===== src/rtl/mr_pkg.sv =====
package mr_pkg;
  localparam int MR_ADDR_W     = 4;
  localparam int MR_DATA_W     = 12;
  localparam int MR_SLOTS      = 1 << MR_ADDR_W;
  localparam int MR_SETTLE_DEF = 4;

  // implemented slots: 0..6 and 15
  localparam logic [MR_SLOTS-1:0] MR_IMPL_DEF = 16'h807F;

  // reserved bits per slot, slot 15 leftmost
  localparam logic [MR_SLOTS*MR_DATA_W-1:0] MR_RSV_DEF = {
    12'hF00, {8{12'h000}}, 12'h000, 12'hC00, 12'h000,
    12'h000, 12'h800, 12'h000, 12'h000};

  // reset values per slot, slot 15 leftmost: slot 4 low nibble set
  localparam logic [MR_SLOTS*MR_DATA_W-1:0] MR_RST_DEF = {
    {11{12'h000}}, 12'h00F, {4{12'h000}}};
endpackage


===== src/rtl/mr_rst_sync.sv =====
module mr_rst_sync (
  input  logic clk,
  input  logic arst_n,
  output logic srst_n
);
  logic [1:0] sync_q;

  always_ff @(posedge clk or negedge arst_n) begin
    if (!arst_n) sync_q <= 2'b00;
    else         sync_q <= {sync_q[0], 1'b1};
  end

  assign srst_n = sync_q[1];
endmodule


===== src/rtl/mr_guard.sv =====
module mr_guard #(
  parameter int ADDR_W     = 4,
  parameter int DATA_W     = 12,
  parameter int SETTLE_CYC = 4,
  parameter logic [(1<<ADDR_W)-1:0]        IMPL_MAP = '1,
  parameter logic [(1<<ADDR_W)*DATA_W-1:0] RSV_MASK = '0
) (
  input  logic              clk,
  input  logic              rst_n,
  input  logic              req_i,
  input  logic [ADDR_W-1:0] addr_i,
  input  logic [DATA_W-1:0] op_i,
  input  logic              idle_i,
  output logic              accept_o,
  output logic              err_o,
  output logic              busy_o
);
  localparam int CNT_W = $clog2(SETTLE_CYC + 1);

  logic [CNT_W-1:0]  cnt_q, cnt_d;
  logic              cnt_en;
  logic              err_d;
  logic              slot_live, rsv_hit;
  logic [DATA_W-1:0] rsv_bits;

  always_comb begin
    slot_live = IMPL_MAP[addr_i];
    rsv_bits  = RSV_MASK[int'(addr_i)*DATA_W +: DATA_W];
    rsv_hit   = |(op_i & rsv_bits);
    busy_o    = (cnt_q != '0);
    accept_o  = req_i & slot_live & idle_i & ~busy_o & ~rsv_hit;
    err_d     = req_i & ~accept_o;
    cnt_en    = accept_o | busy_o;
    cnt_d     = accept_o ? CNT_W'(SETTLE_CYC) : cnt_q - 1'b1;
  end

  always_ff @(posedge clk or negedge rst_n) begin
    if (!rst_n) begin
      cnt_q <= '0;
      err_o <= 1'b0;
    end else begin
      err_o <= err_d;
      if (cnt_en) cnt_q <= cnt_d;
    end
  end
endmodule


===== src/rtl/mr_slot_array.sv =====
module mr_slot_array #(
  parameter int ADDR_W = 4,
  parameter int DATA_W = 12,
  parameter logic [(1<<ADDR_W)-1:0]        IMPL_MAP = '1,
  parameter logic [(1<<ADDR_W)*DATA_W-1:0] RST_VAL  = '0
) (
  input  logic                            clk,
  input  logic                            rst_n,
  input  logic                            we_i,
  input  logic [ADDR_W-1:0]               addr_i,
  input  logic [DATA_W-1:0]               op_i,
  output logic [(1<<ADDR_W)*DATA_W-1:0]   regs_o
);
  localparam int SLOTS = 1 << ADDR_W;

  for (genvar g = 0; g < SLOTS; g++) begin : g_slot
    if (IMPL_MAP[g]) begin : g_live
      logic [DATA_W-1:0] val_q, val_d;
      logic              hit;

      always_comb begin
        hit   = we_i && (addr_i == ADDR_W'(g));
        val_d = op_i;
      end

      always_ff @(posedge clk or negedge rst_n) begin
        if (!rst_n)   val_q <= RST_VAL[g*DATA_W +: DATA_W];
        else if (hit) val_q <= val_d;
      end

      assign regs_o[g*DATA_W +: DATA_W] = val_q;
    end else begin : g_hole
      assign regs_o[g*DATA_W +: DATA_W] = '0;
    end
  end
endmodule


===== src/rtl/mode_reg_bank.sv =====
module mode_reg_bank #(
  parameter int ADDR_W     = mr_pkg::MR_ADDR_W,
  parameter int DATA_W     = mr_pkg::MR_DATA_W,
  parameter int SETTLE_CYC = mr_pkg::MR_SETTLE_DEF,
  parameter logic [(1<<ADDR_W)-1:0]        IMPL_MAP = mr_pkg::MR_IMPL_DEF,
  parameter logic [(1<<ADDR_W)*DATA_W-1:0] RSV_MASK = mr_pkg::MR_RSV_DEF,
  parameter logic [(1<<ADDR_W)*DATA_W-1:0] RST_VAL  = mr_pkg::MR_RST_DEF
) (
  input  logic                          clk,
  input  logic                          rst_n,
  input  logic                          mrs_req,
  input  logic [ADDR_W-1:0]             mrs_addr,
  input  logic [DATA_W-1:0]             mrs_op,
  input  logic                          banks_idle,
  output logic [(1<<ADDR_W)*DATA_W-1:0] regs_flat,
  output logic                          busy,
  output logic                          err
);
  logic rst_sync_n;
  logic wr_accept;

  mr_rst_sync u_rst (
    .clk    (clk),
    .arst_n (rst_n),
    .srst_n (rst_sync_n)
  );

  mr_guard #(
    .ADDR_W(ADDR_W), .DATA_W(DATA_W), .SETTLE_CYC(SETTLE_CYC),
    .IMPL_MAP(IMPL_MAP), .RSV_MASK(RSV_MASK)
  ) u_guard (
    .clk      (clk),
    .rst_n    (rst_sync_n),
    .req_i    (mrs_req),
    .addr_i   (mrs_addr),
    .op_i     (mrs_op),
    .idle_i   (banks_idle),
    .accept_o (wr_accept),
    .err_o    (err),
    .busy_o   (busy)
  );

  mr_slot_array #(
    .ADDR_W(ADDR_W), .DATA_W(DATA_W),
    .IMPL_MAP(IMPL_MAP), .RST_VAL(RST_VAL)
  ) u_slots (
    .clk    (clk),
    .rst_n  (rst_sync_n),
    .we_i   (wr_accept),
    .addr_i (mrs_addr),
    .op_i   (mrs_op),
    .regs_o (regs_flat)
  );
endmodule


===== config.mk =====
export PLATFORM = sky130hd
export DESIGN_NAME = mode_reg_bank
export DESIGN_NICKNAME = d
export VERILOG_FILES = /design/src/rtl/mr_pkg.sv /design/src/rtl/mr_rst_sync.sv /design/src/rtl/mr_guard.sv /design/src/rtl/mr_slot_array.sv /design/src/rtl/mode_reg_bank.sv
export SDC_FILE = /design/constraint.sdc
export NUM_CORES = 1
export LEC_CHECK = 0
export BUFFER_PORTS_ARGS = -buffer_cell sky130_fd_sc_hd__buf_2
export CELL_PAD_IN_SITES_DETAIL_PLACEMENT = 0
export CELL_PAD_IN_SITES_GLOBAL_PLACEMENT = 1
export CORE_MARGIN = 2
export CORE_UTILIZATION = 40
export CTS_BUF_LIST = sky130_fd_sc_hd__clkbuf_8
export DETAILED_ROUTE_END_ITERATION = 12
export GPL_ROUTABILITY_DRIVEN = 0
export PLACE_DENSITY = 0.89
export REMOVE_ABC_BUFFERS = 1
export SYNTH_ARGS = -nofsm -noshare
export SYNTH_HDL_FRONTEND = slang
export SYNTH_SLANG_ARGS = --single-unit

===== constraint.sdc =====
create_clock -name clk -period 6.95 [get_ports clk]
set_input_delay 0.695 -clock clk [delete_from_list [all_inputs] [get_ports clk]]
set_output_delay 0.695 -clock clk [all_outputs]
set_load 0.005 [all_outputs]

---- After elaboration in Yosys (flattened, before gate mapping) ----
Memory sizes are Yosys's and may differ from the RTL's.
Cells that the tools add are included.
storage, ports and cells
  bits in registers ....................... 102
  memory bits (read-only) ................. 16
  input port bits ......................... 20
  output and inout port bits .............. 194
  word-level logic and storage cells ...... 46
  memories kept ........................... 1
memory list
  memory            words  bits a word  rd ports  clocked after Yosys merged registers in  wr ports  line            source
  (name not given)  16     1            1         0                                        0         mr_guard.sv:27  slot_live = IMPL_MAP[addr_i];
cells by class
  add/sub/neg operators ................... 1
  multiply operators ...................... 1
  $lt $le $gt $ge ......................... 1
  equality and inequality tests ........... 7
  shift-type cells ........................ 1
  mux-type cells .......................... 2
  bitwise operators ....................... 10
  reductions and logical operators ........ 11
operators by type and width
  operator                                                                        count
  192-bit by 32-bit indexed part select with 12-bit output, first input constant  1
  12-bit AND                                                                      1
  4-bit by 3-bit equality test with 1-bit output, second input constant           3
  12-bit OR reduction                                                             1
  4-bit by 2-bit equality test with 1-bit output, second input constant           2
  1-bit logical AND                                                               8
  4-bit by 2-bit multiplier with 6-bit output, second input constant              1
  1-bit AND                                                                       5
  4-bit by 5-bit less-than comparator with 1-bit output, second input constant    1
  4-bit by 1-bit equality test with 1-bit output, second input constant           1
  4-bit equality test, second input constant                                      1
  4-bit logical NOT                                                               1
  3-bit two-way mux                                                               1
  1-bit NOT                                                                       3
  3-bit nonzero test                                                              1
  3-bit by 1-bit subtractor with 3-bit output, second input constant              1
  1-bit two-way mux                                                               1
  1-bit bitwise OR                                                                1

---- Longest topological paths before layout ----
Gate-level depths: netlist of the first run.
  depth after elaboration ................. 8
  gate-level depth with buffers ........... 7
  depth with buffers taken out ............ 6

---- Hierarchy ----
Synthesis of the first run repeated with hierarchy kept, for this count alone.
unflattened totals
  cell total of the unflattened synthesis .. 339
  area, all modules ....................... 4762.1 sq um
modules (own cells, without submodules)
  module         instances  cells an instance  area an instance (sq um)  seq. area each (sq um)
  mr_slot_array  1          309                4408.0                    2407.3
  mr_guard       1          27                 300.3                     100.1
  mr_rst_sync    1          3                  53.8                      50.0

---- Worst setup path before layout of the first run ----
Ideal clock, no wire load.
  kind .................................... in2reg
  start ................................... in mrs_addr[1]
  end ..................................... reg u_slots.g_slot[15].g_live.val_q[2]
  setup time .............................. 127 ps
  arrival ................................. 1965 ps
  required time ........................... 6823 ps
  slack ................................... 4857 ps
  stages .................................. 5
  path buffers ............................ 1
  cell sequence ........................... nor2b_1 or4_4 nor3_4 buf_6 mux2_1
on the way
  longest elaborated chain between the ends .. 7
  elaborated cells on any way between the ends .. 13
  classes of those cells .................. mul: 1; eq/ne: 1; shift: 1; mux: 1; bitwise: 6; reduce/logical: 2; memory: 1
RTL lines
  item                                                                                                  line                            source
  start: declaration                                                                                    mode_reg_bank.sv:12             input logic [ADDR_W-1:0] mrs_addr,
  4-bit by 2-bit multiplier with 6-bit output / memory 16 x 1 bit (equally long branches)               --
  192-bit by 32-bit indexed part select with 12-bit output / 1-bit two-way mux (equally long branches)  mr_guard.sv:28, mr_guard.sv:27
  12-bit AND / 1-bit AND (equally long branches)                                                        mr_guard.sv:29, mr_guard.sv:31
  12-bit OR reduction / 1-bit AND (equally long branches)                                               mr_guard.sv:29, mr_guard.sv:31
  1-bit NOT / 1-bit AND (equally long branches)                                                         mr_guard.sv:31                  accept_o = req_i & slot_live & idle_i & ~busy_o & ~rsv_hit;
  1-bit AND                                                                                             mr_guard.sv:31
  1-bit logical AND *                                                                                   mr_slot_array.sv:22             hit = we_i && (addr_i == ADDR_W'(g));
  end signal: assignment                                                                                mr_slot_array.sv:27             if (!rst_n) val_q <= RST_VAL[g*DATA_W +: DATA_W];
  end signal: assignment                                                                                mr_slot_array.sv:28             else if (hit) val_q <= val_d;
  end: declaration                                                                                      mr_slot_array.sv:18             logic [DATA_W-1:0] val_q, val_d;
Mark *: on every way between the ends. The rest lies on a longest branch, timed or not. The select of a mux whose other input is x is not followed.
A chain may end at the register's enable or synchronous reset.

---- Final worst setup path of the first run ----
  start ................................... reg u_guard.cnt_q[0]
  end ..................................... reg u_slots.g_slot[2].g_live.val_q[3]
on the way
  longest elaborated chain between the ends .. 5
RTL lines
  item                      line                 source
  start: declaration        mr_guard.sv:20       logic [CNT_W-1:0] cnt_q, cnt_d;
  start signal: assignment  mr_guard.sv:43       if (cnt_en) cnt_q <= cnt_d;
  3-bit nonzero test        mr_guard.sv:30       busy_o = (cnt_q != '0);
  1-bit NOT                 mr_guard.sv:31
  1-bit AND (2 in a row)    mr_guard.sv:31
  1-bit logical AND         mr_slot_array.sv:22
  end signal: assignment    mr_slot_array.sv:27
  end signal: assignment    mr_slot_array.sv:28
  end: declaration          mr_slot_array.sv:18
Every way passes these cells.

==> key figures, run 1 <==
Route
  • ANT nets after route: 0
  • Detailed-route wire length: 9.522 mm
  • DRC: 0
  • TritonRoute pass-1 iters: 4
  • Iteration-0 DRC Markers: between 70 and 80
  • Vias after detailed routing: 2741
  • Vias/cell: about 4.5
  • WL/cell: around 16 microns

Placement
  • IO Port Bufs: ~120
  • Detailed Place HPWL: ~6.7 mm
  • Place WS: between 4 and 5 ns
  • Post-DP Area: 0.005001 sq mm
  • Placed cells: 596

Floorplan
  • Row count: 39
  • Core footprint: 0.01137 sq mm
  • Die height: 111.7 microns
  • Initial Utilization: 40.84%
  • Die X: ~110 microns
  • I/O pin count: 214
  • Die ar.: 0.01249 sq mm

Yosys
  • Synth Area in Compound Gates: 0.7276%
  • Simple-gate portion of the synthesized area: 4.662%
  • Top FF cell, synth: dfrtp_1
  • Number of synthesized flops with an enable pin: 0
  • Mux contribution to synthesized area: 21.80%
  • Synth cell types: 31
  • Post-Syn Area: approximately 0.0046 sq mm
  • Main combinational cell family by area after synthesis: multiplexers
  • Synth Instances: 346
  • Yosys warning count: 0
  • Mean Syn Cell Area: between 10 and 15 sq um
  • Synth Area in Adders: 0.5389%
  • Synth Register Bits: 102
  • Ys async rst share: 100.0%
  • Sequential fraction of the synthesis area: a little under three fifths
  • XOR/XNOR Fraction of Synth Area: less than 1%

CTS
  • Sink Count: about 100
  • Clk_lat worst skew: 0.36 ns
  • TritonCTS Buffers: 9
  • Hold-fix buffers at CTS: 0
  • CTS tree: yes
  • CTS Root Cell: clkbuf_8
  • H-tree depth: 3
  • CTS resizes: 0
  • CTS clk-pin slew, worst paths: 0.09 ns
  • Post-CTS Repair Setup Buffers: 0
  • CTS max path bufs: 2

Global routing
  • Grt peak-use layer: met2
  • Largest net degree at the start of global routing: between 50 and 60
  • GRT met1 Usage: roughly a fifth
  • Grt total ovfl: 0
  • Total global-route track usage: roughly 15%
  • Grt met2 use: 23.15%
  • First-pass GRT wire length: approximately 14 mm
  • Grt met3 use: approximately 5.2%
  • Antenna violations before repair: 0
  • Vias in the first global route: approximately 2700

STA
  • Final setup viols: 0
  • Fin Hold WS: 0.1017 ns
  • Crit share post-route: 36.34%
  • RSZ-0062 raised after global routing: false
  • Relative slew slack: 38.79%
  • Hold Fails Final Rpt: 0
  • Setup TNS: 0 ns
  • Slew @ Worst Pin: 0.9156 ns
  • Final worst slack: 4.425 ns
  • Crit path time final: 2.525 ns
  • Final Max Tran Viols: 0
  • Setup Skew: 0.007480 ns
  • Max Fclk: between 300 and 400 MHz

Worst setup path
  • WP buf/inv: 1
  • Worst Reg-to-Reg Cells: 6
  • CP required: slightly above 7 ns
  • Crit-path slowest cell: nand3b_1
  • Crit path arrival time: ~2.8 ns
  • CP Launch Type: flop
  • Worst R2R Start: u_guard.cnt_q[0]
  • CP Max Fanout: 12
  • CP Cell Sequence: inv_1 -> ha_1 -> nand4b_1 -> nor3_1 -> nand3b_1 -> mux2_2
  • Kind of cell adding the most delay to the critical path: simple AND/OR/NAND/NOR gates
  • Worst flop-to-flop path endpoint: u_slots.g_slot[2].g_live.val_q[3]
  • Slowest Stage Delay on Critical Path: approximately 0.66 ns
  • CP startpoint: u_guard.cnt_q[0]
  • Worst setup path class: flop to flop
  • Setup crit end kind: flop
  • Flop2flop setup slack: 4.42 ns

Final layout
  • Final Cell Area: 0.005194 sq mm
  • Fin util: 45.68%
  • Most frequent cells in the layout: buf_2, conb_1, dfrtp_1
  • Finished Layout Cells: a little over 600
  • Syn-to-layout area delta: 11.86%
  • Layout cells sized above 1: 47.12%
  • FF/Latch Area: between 0.002 and 0.003 sq mm
  • Most common cell after layout, fill and taps aside: buf_2
  • Multi-input logic area: 0.001660 sq mm
  • # fillers: about 1100
  • Nets@finish: 486
  • # diodes: 0

Power
  • Total power: 1.319 mW
  • VDD IR max: 0.0001118 V
  • Pwr dens: 254.0 mW/mm^2
  • Lkg Pwr: 3.077 nW

Status
  • Status: finished clean

Flow run
  • Max-Cap Viols: 0

Min path
  • Hold WC Path Type: primary input to asynchronous set/reset pin
## where the power goes
part / internal [mW] / leakage, nW / switching (mW) / total (mW)
Combinational: 0.125 / 1.59 / 0.108 / 0.233
Sequential: 0.675 / 1.38 / 0.0429 / 0.718
Clock: 0.173 / 0.110 / 0.196 / 0.368
Total: 0.973 / 3.08 / 0.346 / 1.32
## flip-flops by register name (all words and copies together), names as in the netlist
register                     count
u_guard.cnt_q                    3
u_guard.err_o                    1
u_rst.sync_q                     2
u_slots.g_slot.g_live.val_q     96
## worst max-delay path by stage
stage / end / cells after the start
after detailed placement: u_slots.g_slot[15].g_live.val_q[0] / 5
after global routing: u_slots.g_slot[6].g_live.val_q[9] / 6
after floorplan: u_guard.cnt_q[0] / 0
after global placement: u_slots.g_slot[15].g_live.val_q[0] / 5
after CTS: u_slots.g_slot[6].g_live.val_q[9] / 6
final: u_slots.g_slot[2].g_live.val_q[3] / 6
## layer usage
metal	vias up	wire length [microns]	share of wire [%]
li1	1205	-	-
met1	1378	4060	43
met2	142	4450	47
met3	16	823	8.6
met4	0	187	2.0
met5	-	0	0
## kinds of logic (layout without fill, tap and decap cells)
| family | count (synthesis) | after routing |
|---|---|---|
| multiplexers | 90 | 90 |
| adder cells (fa/ha/maj) | 2 | 2 |
| XOR/XNOR | 1 | 1 |
| AO/OA/AOI/OAI | 4 | 4 |
| AND/OR/NAND/NOR | 37 | 37 |
| other | 2 | 97 |
| flip-flops | 102 | 102 |
| buffers and inverters | 108 | 136 |
## area by class of cell
type / count / share of cell area [%]
sequential: 102 / 49.31
multi-input combinational: 231 / 31.97
tap: 143 / 3.445
clock inverter: 6 / 1.060
clock buffer: 10 / 2.650
timing repair buffer: 118 / 11.42
inverter: 2 / 0.1445
## cell usage after synthesis (all sizes together), types with 2 or more instances
cell / count / area (sq um)
nand3: 4 / 20.02
conb: 2 / 7.510
buf: 104 / 767.0
nor2b: 6 / 37.54
and2: 5 / 31.28
mux2: 89 / 1002
nor2: 5 / 18.77
ha: 2 / 25.02
inv: 2 / 7.510
nor3: 4 / 31.28
dfrtp: 98 / 2452
dfstp: 4 / 105.1
clkbuf: 2 / 7.510
nand2: 6 / 22.52
Power figures use the tool's default switching activity.
==> run 2: changes to the inputs <==
- CORE_UTILIZATION: 40 -> 34
- PLACE_DENSITY: 0.89 -> 0.8
- clock period: 6.95 -> 2.2 ns (I/O delays scaled with it)
==> key figures, run 2 (synthesized netlist as in run 1, its figures left out) <==
Status
  • Status: finished clean

Floorplan
  • Die height: 120.9 microns
  • Row count: 42
  • Core footprint: 0.01330 sq mm
  • Die ar.: approximately 0.015 sq mm
  • Initial Utilization: 34.92%
  • Die X: 120.9 microns
  • I/O pin count: 214

Worst setup path
  • Worst setup path class: flop to flop
  • Crit-path slowest cell: dfrtp_1
  • CP Cell Sequence: inv_1 -> ha_1 -> nand2b_1 -> nor2_1 -> nand3_1 -> buf_4 -> mux2_2
  • Crit path arrival time: 2.24 ns
  • Setup crit end kind: flop
  • Slowest Stage Delay on Critical Path: 0.37 ns
  • CP Launch Type: flop
  • CP required: 2.46 ns
  • CP Max Fanout: 5

CTS
  • CTS max path bufs: 2
  • Sink Count: 102
  • TritonCTS Buffers: 9
  • H-tree depth: 3
  • Post-CTS Repair Setup Buffers: 0
  • Hold-fix buffers at CTS: 1
  • CTS tree: yes
  • Clk_lat worst skew: 0.37 ns
  • CTS resizes: 0
  • CTS clk-pin slew, worst paths: 0.09 ns
  • CTS Root Cell: clkbuf_8

Final layout
  • Max FFs per register: 96
  • Biggest regs: u_slots.g_slot.g_live.val_q x96, u_guard.cnt_q x3, u_rst.sync_q x2
  • Layout cells sized above 1: between 40% and 50%
  • Syn-to-layout area delta: 16.44%
  • Most common cell after layout, fill and taps aside: buf_2
  • FF/Latch Area: around 0.0026 sq mm
  • Nets@finish: 503
  • Multi-input logic area: between 0.0015 and 0.002 sq mm
  • # fillers: 1294
  • Most frequent cells in the layout: buf_2, conb_1, dfrtp_1
  • # diodes: 0
  • Final Cell Area: 0.005406 sq mm
  • Largest Register: u_slots.g_slot.g_live.val_q

Placement
  • IO Port Bufs: 117
  • Post-DP Area: 0.005175 sq mm
  • Detailed Place HPWL: 7.362 mm

Flow run
  • Max-Cap Viols: 0

Route
  • WL/cell: 15.25 microns
  • ANT nets after route: 0
  • Vias after detailed routing: 2790
  • Iteration-0 DRC Markers: 100
  • DRC: 0
  • TritonRoute pass-1 iters: 4
  • Vias/cell: 4.215
  • Detailed-route wire length: 10.09 mm

Global routing
  • First-pass GRT wire length: 15.30 mm
  • Grt peak-use layer: met2
  • Grt total ovfl: 0
  • Grt met2 use: 22.05%
  • Vias in the first global route: 2657
  • GRT met1 Usage: between 10% and 20%
  • Antenna violations before repair: 0
  • Total global-route track usage: approximately 14%
  • Grt met3 use: 4.746%
  • Largest net degree at the start of global routing: 101

Min path
  • Hold WC Path Type: primary input to flop

STA
  • Relative slew slack: 63.97%
  • Setup TNS: 0 ns
  • Final Max Tran Viols: 0
  • Crit share post-route: 89.83%
  • Max Fclk: 506.0 MHz
  • Slew @ Worst Pin: between 0.5 and 0.6 ns
  • Crit path time final: 1.976 ns
  • RSZ-0062 raised after global routing: false
  • Final setup viols: 0
  • Setup Skew: between 0.009 and 0.01 ns
  • Hold Fails Final Rpt: 0

Power
  • Lkg Pwr: 3.163 nW
  • Pwr dens: approximately 800 mW/mm^2
  • VDD IR max: 0.0003818 V
run 2: cell count changes in the layout (fill, tap and decap cells not counted):
cell           before  now
dlygate4sd3_1       0    1
inv_1               5    3
clkbuf_8           10   13
clkinv_2            1    0
buf_4               1   16
buf_12              0    1
run 2: worst paths after layout:
path | slack, ns | to | start | cells after the start
hold reg to reg | 0.36 | u_rst.sync_q[1] | u_rst.sync_q[0] | 0
min in group asynchronous | 0.15 | u_rst.sync_q[1] | rst_n | 2
setup / recovery | 0.22 | u_slots.g_slot[4].g_live.val_q[4] | u_guard.cnt_q[0] | 7
max in group asynchronous | 1.40 | u_slots.g_slot[5].g_live.val_q[10] | u_rst.sync_q[1] | 1
hold / removal | 0.1 | u_guard.err_o | mrs_req | 2
setup reg to reg | 0.22 | u_slots.g_slot[4].g_live.val_q[4] | u_guard.cnt_q[0] | 7
run 2: power by group:
group	switching, mW	total (mW)	internal (mW)	leakage (nW)
clock network	0.630	1.28	0.649	0.117
registers	0.132	2.27	2.13	1.38
logic	0.376	0.778	0.402	1.67
run 2: per-layer routing:
metal	wire [microns]	share of wire, %
met2	4872	48
met5	0	0
met3	747	7.4
met4	194	1.9
met1	4279	42
run 2: worst max-delay path: cells and delay by family, from the launching register on:
| kind | cells | cell delay, ns |
|---|---|---|
| buffers and inverters | 2 | 0.35 |
| muxes | 1 | 0.27 |
| and+or+nand+nor | 3 | 0.69 |
| DFF | 1 | 0.37 |
| adders and majority gates | 1 | 0.21 |
run 2: cell type report:
type | instances | area share (%)
clock buffer | 13 | 3.309
clock inverter | 3 | 0.7869
inverter | 2 | 0.1389
multi-input combinational | 231 | 30.71
sequential | 102 | 47.37
tap | 176 | 4.073
timing repair buffer | 135 | 13.61
run 2: metrics by stage:
step / setup WS (ns) / util (%) / power, mW / instances / hold slack, ns
after global routing: 0.04265 / 40.66 / 4.595 / 662 / 0.07727
after floorplan: -0.8447 / - / 2.696 / 335 / -0.07559
after global placement: 0.2740 / 38.92 / 3.055 / 645 / 0.004301
final: 0.2237 / 40.66 / 4.323 / 662 / 0.09688
after detailed placement: 0.2115 / 38.92 / 3.097 / 645 / 0.007959
after CTS: 0.2078 / 40.66 / 4.401 / 662 / 0.07044
==> run 3: changes to the inputs <==
- PLACE_DENSITY: 0.8 -> 0.88
- TNS_END_PERCENT: default -> 20
==> key figures, run 3 (synthesized netlist as in run 1, its figures left out) <==
Floorplan
  • Die height: 120.9 microns
  • Die ar.: 0.01461 sq mm
  • Row count: 42
  • Core footprint: 0.01330 sq mm
  • Die X: 120.9 microns
  • Initial Utilization: 34.92%
  • I/O pin count: 214

Worst setup path
  • CP required: 2.46 ns
  • WP buf/inv: 2
  • Worst setup path class: flop to flop
  • Setup crit end kind: flop
  • Slowest Stage Delay on Critical Path: 0.38 ns
  • Kind of cell adding the most delay to the critical path: simple AND/OR/NAND/NOR gates
  • CP Max Fanout: 12
  • Worst R2R Start: u_guard.cnt_q[0]
  • Crit-path slowest cell: dfrtp_1
  • Crit path arrival time: between 2 and 2.5 ns
  • CP Cell Sequence: inv_1 -> ha_1 -> nand4b_1 -> nor2_1 -> and3_1 -> buf_12 -> mux2_2
  • CP Launch Type: flop
  • CP startpoint: u_guard.cnt_q[0]

Global routing
  • Vias in the first global route: 2715
  • First-pass GRT wire length: ~16 mm
  • Total global-route track usage: 14.30%
  • Antenna violations before repair: 0
  • Grt total ovfl: 0
  • Largest net degree at the start of global routing: 42

Placement
  • Post-DP Area: 0.005180 sq mm
  • Placed cells: approximately 640
  • IO Port Bufs: 117
  • Detailed Place HPWL: around 7.6 mm

Flow run
  • Max-Cap Viols: 0

Final layout
  • Syn-to-layout area delta: 15.93%
  • # fillers: 1286
  • Largest Register: u_slots.g_slot.g_live.val_q
  • Biggest regs: u_slots.g_slot.g_live.val_q x96, u_guard.cnt_q x3, u_rst.sync_q x2
  • Most common cell after layout, fill and taps aside: buf_2
  • Layout cells sized above 1: 48.87%
  • Final Cell Area: approximately 0.0054 sq mm
  • Most frequent cells in the layout: buf_2, conb_1, dfrtp_1
  • Nets@finish: about 500
  • Max FFs per register: 96
  • Multi-input logic area: ~0.0017 sq mm
  • Fin util: between 40% and 50%
  • FF/Latch Area: 0.002561 sq mm
  • Finished Layout Cells: about 660
  • # diodes: 0

Route
  • Iteration-0 DRC Markers: 88
  • Detailed-route wire length: between 10 and 15 mm
  • WL/cell: 15.46 microns
  • Met3 wire len: 867 microns
  • ANT nets after route: 0
  • Met1 WL: 4.121 mm
  • DRC: 0
  • Vias after detailed routing: 2757
  • TritonRoute pass-1 iters: 4
  • Top Layer Used: met4
  • Vias/cell: around 4.2
  • DR WL met2: 5.047 mm

CTS
  • H-tree depth: 3
  • CTS resizes: 0
  • Clk_lat worst skew: 0.36 ns
  • CTS Root Cell: clkbuf_8
  • CTS max path bufs: 2
  • CTS tree: yes
  • Sink Count: roughly 100
  • TritonCTS Buffers: 9
  • CTS clk-pin slew, worst paths: about 0.090 ns

Power
  • Lkg Pwr: ~3.1 nW
  • VDD IR max: slightly below 0.0005 V
  • Pwr dens: 777.7 mW/mm^2

STA
  • Fin Hold WS: 0.1153 ns
  • Hold Fails Final Rpt: 0
  • Crit share post-route: 91.13%
  • Final Max Tran Viols: 0
  • Setup TNS: 0 ns
  • Final setup viols: 0
  • Crit path time final: 2.005 ns
  • Setup Skew: 0.008479 ns
  • Max Fclk: 498.8 MHz
  • RSZ-0062 raised after global routing: false

Min path
  • Hold WC Path Type: primary input to flop
  • Hold_sp: mrs_req

Status
  • Status: finished clean
## run 3: power by group
group | switching [mW] | internal (mW)
Combinational | 0.358 | 0.403
Clock | 0.607 | 0.545
Sequential | 0.140 | 2.13
## run 3: per-stage QoR
step | power [mW] | setup slack [ns]
final | 4.186 | 0.1952
after global routing | 4.453 | 0.06640
after CTS | 4.269 | 0.2196
after detailed placement | 3.080 | 0.2327
after global placement | 3.034 | 0.3539
after floorplan | 2.696 | -0.8447
## run 3: routing by layer
layer	up-vias	GRT usage, %
li1	1238	-
met5	-	0
met2	139	23.24
met3	14	5.169
met1	1366	17.72
met4	0	4.578
## run 3: final timing paths
| check | end | slack, ns | cells after the start |
|---|---|---|---|
| worst max-delay path | u_slots.g_slot[3].g_live.val_q[9] | 0.20 | 7 |
| worst min-delay path | u_guard.err_o | 0.12 | 2 |
| worst max register to register | u_slots.g_slot[3].g_live.val_q[9] | 0.20 | 7 |
| worst min register to register | u_slots.g_slot[5].g_live.val_q[4] | 0.30 | 0 |
| max in group asynchronous | u_slots.g_slot[4].g_live.val_q[1] | 1.16 | 1 |
| min in group asynchronous | u_rst.sync_q[1] | 0.17 | 2 |
## run 3: worst reg2reg max path: stages (launching register included)
cell      delay [ns]
dfrtp_1         0.38
inv_1           0.11
ha_1            0.21
nand4b_1        0.25
nor2_1          0.22
and3_1          0.23
buf_12          0.16
mux2_2          0.34
## run 3: what timing repair did
item,4_1_cts,5_1_grt
hold buffers,1,0
setup buffers,0,0
endpoints found under the hold margin,2,0
## run 3: area by class of cell
type / instances / share of cell area (%)
clock buffers: 10 / 2.557
clock inverters: 6 / 1.023
inverters: 2 / 0.1395
multi-input cells: 231 / 30.85
flip-flops and latches: 102 / 47.58
well taps: 176 / 4.091
repair buffers: 134 / 13.76
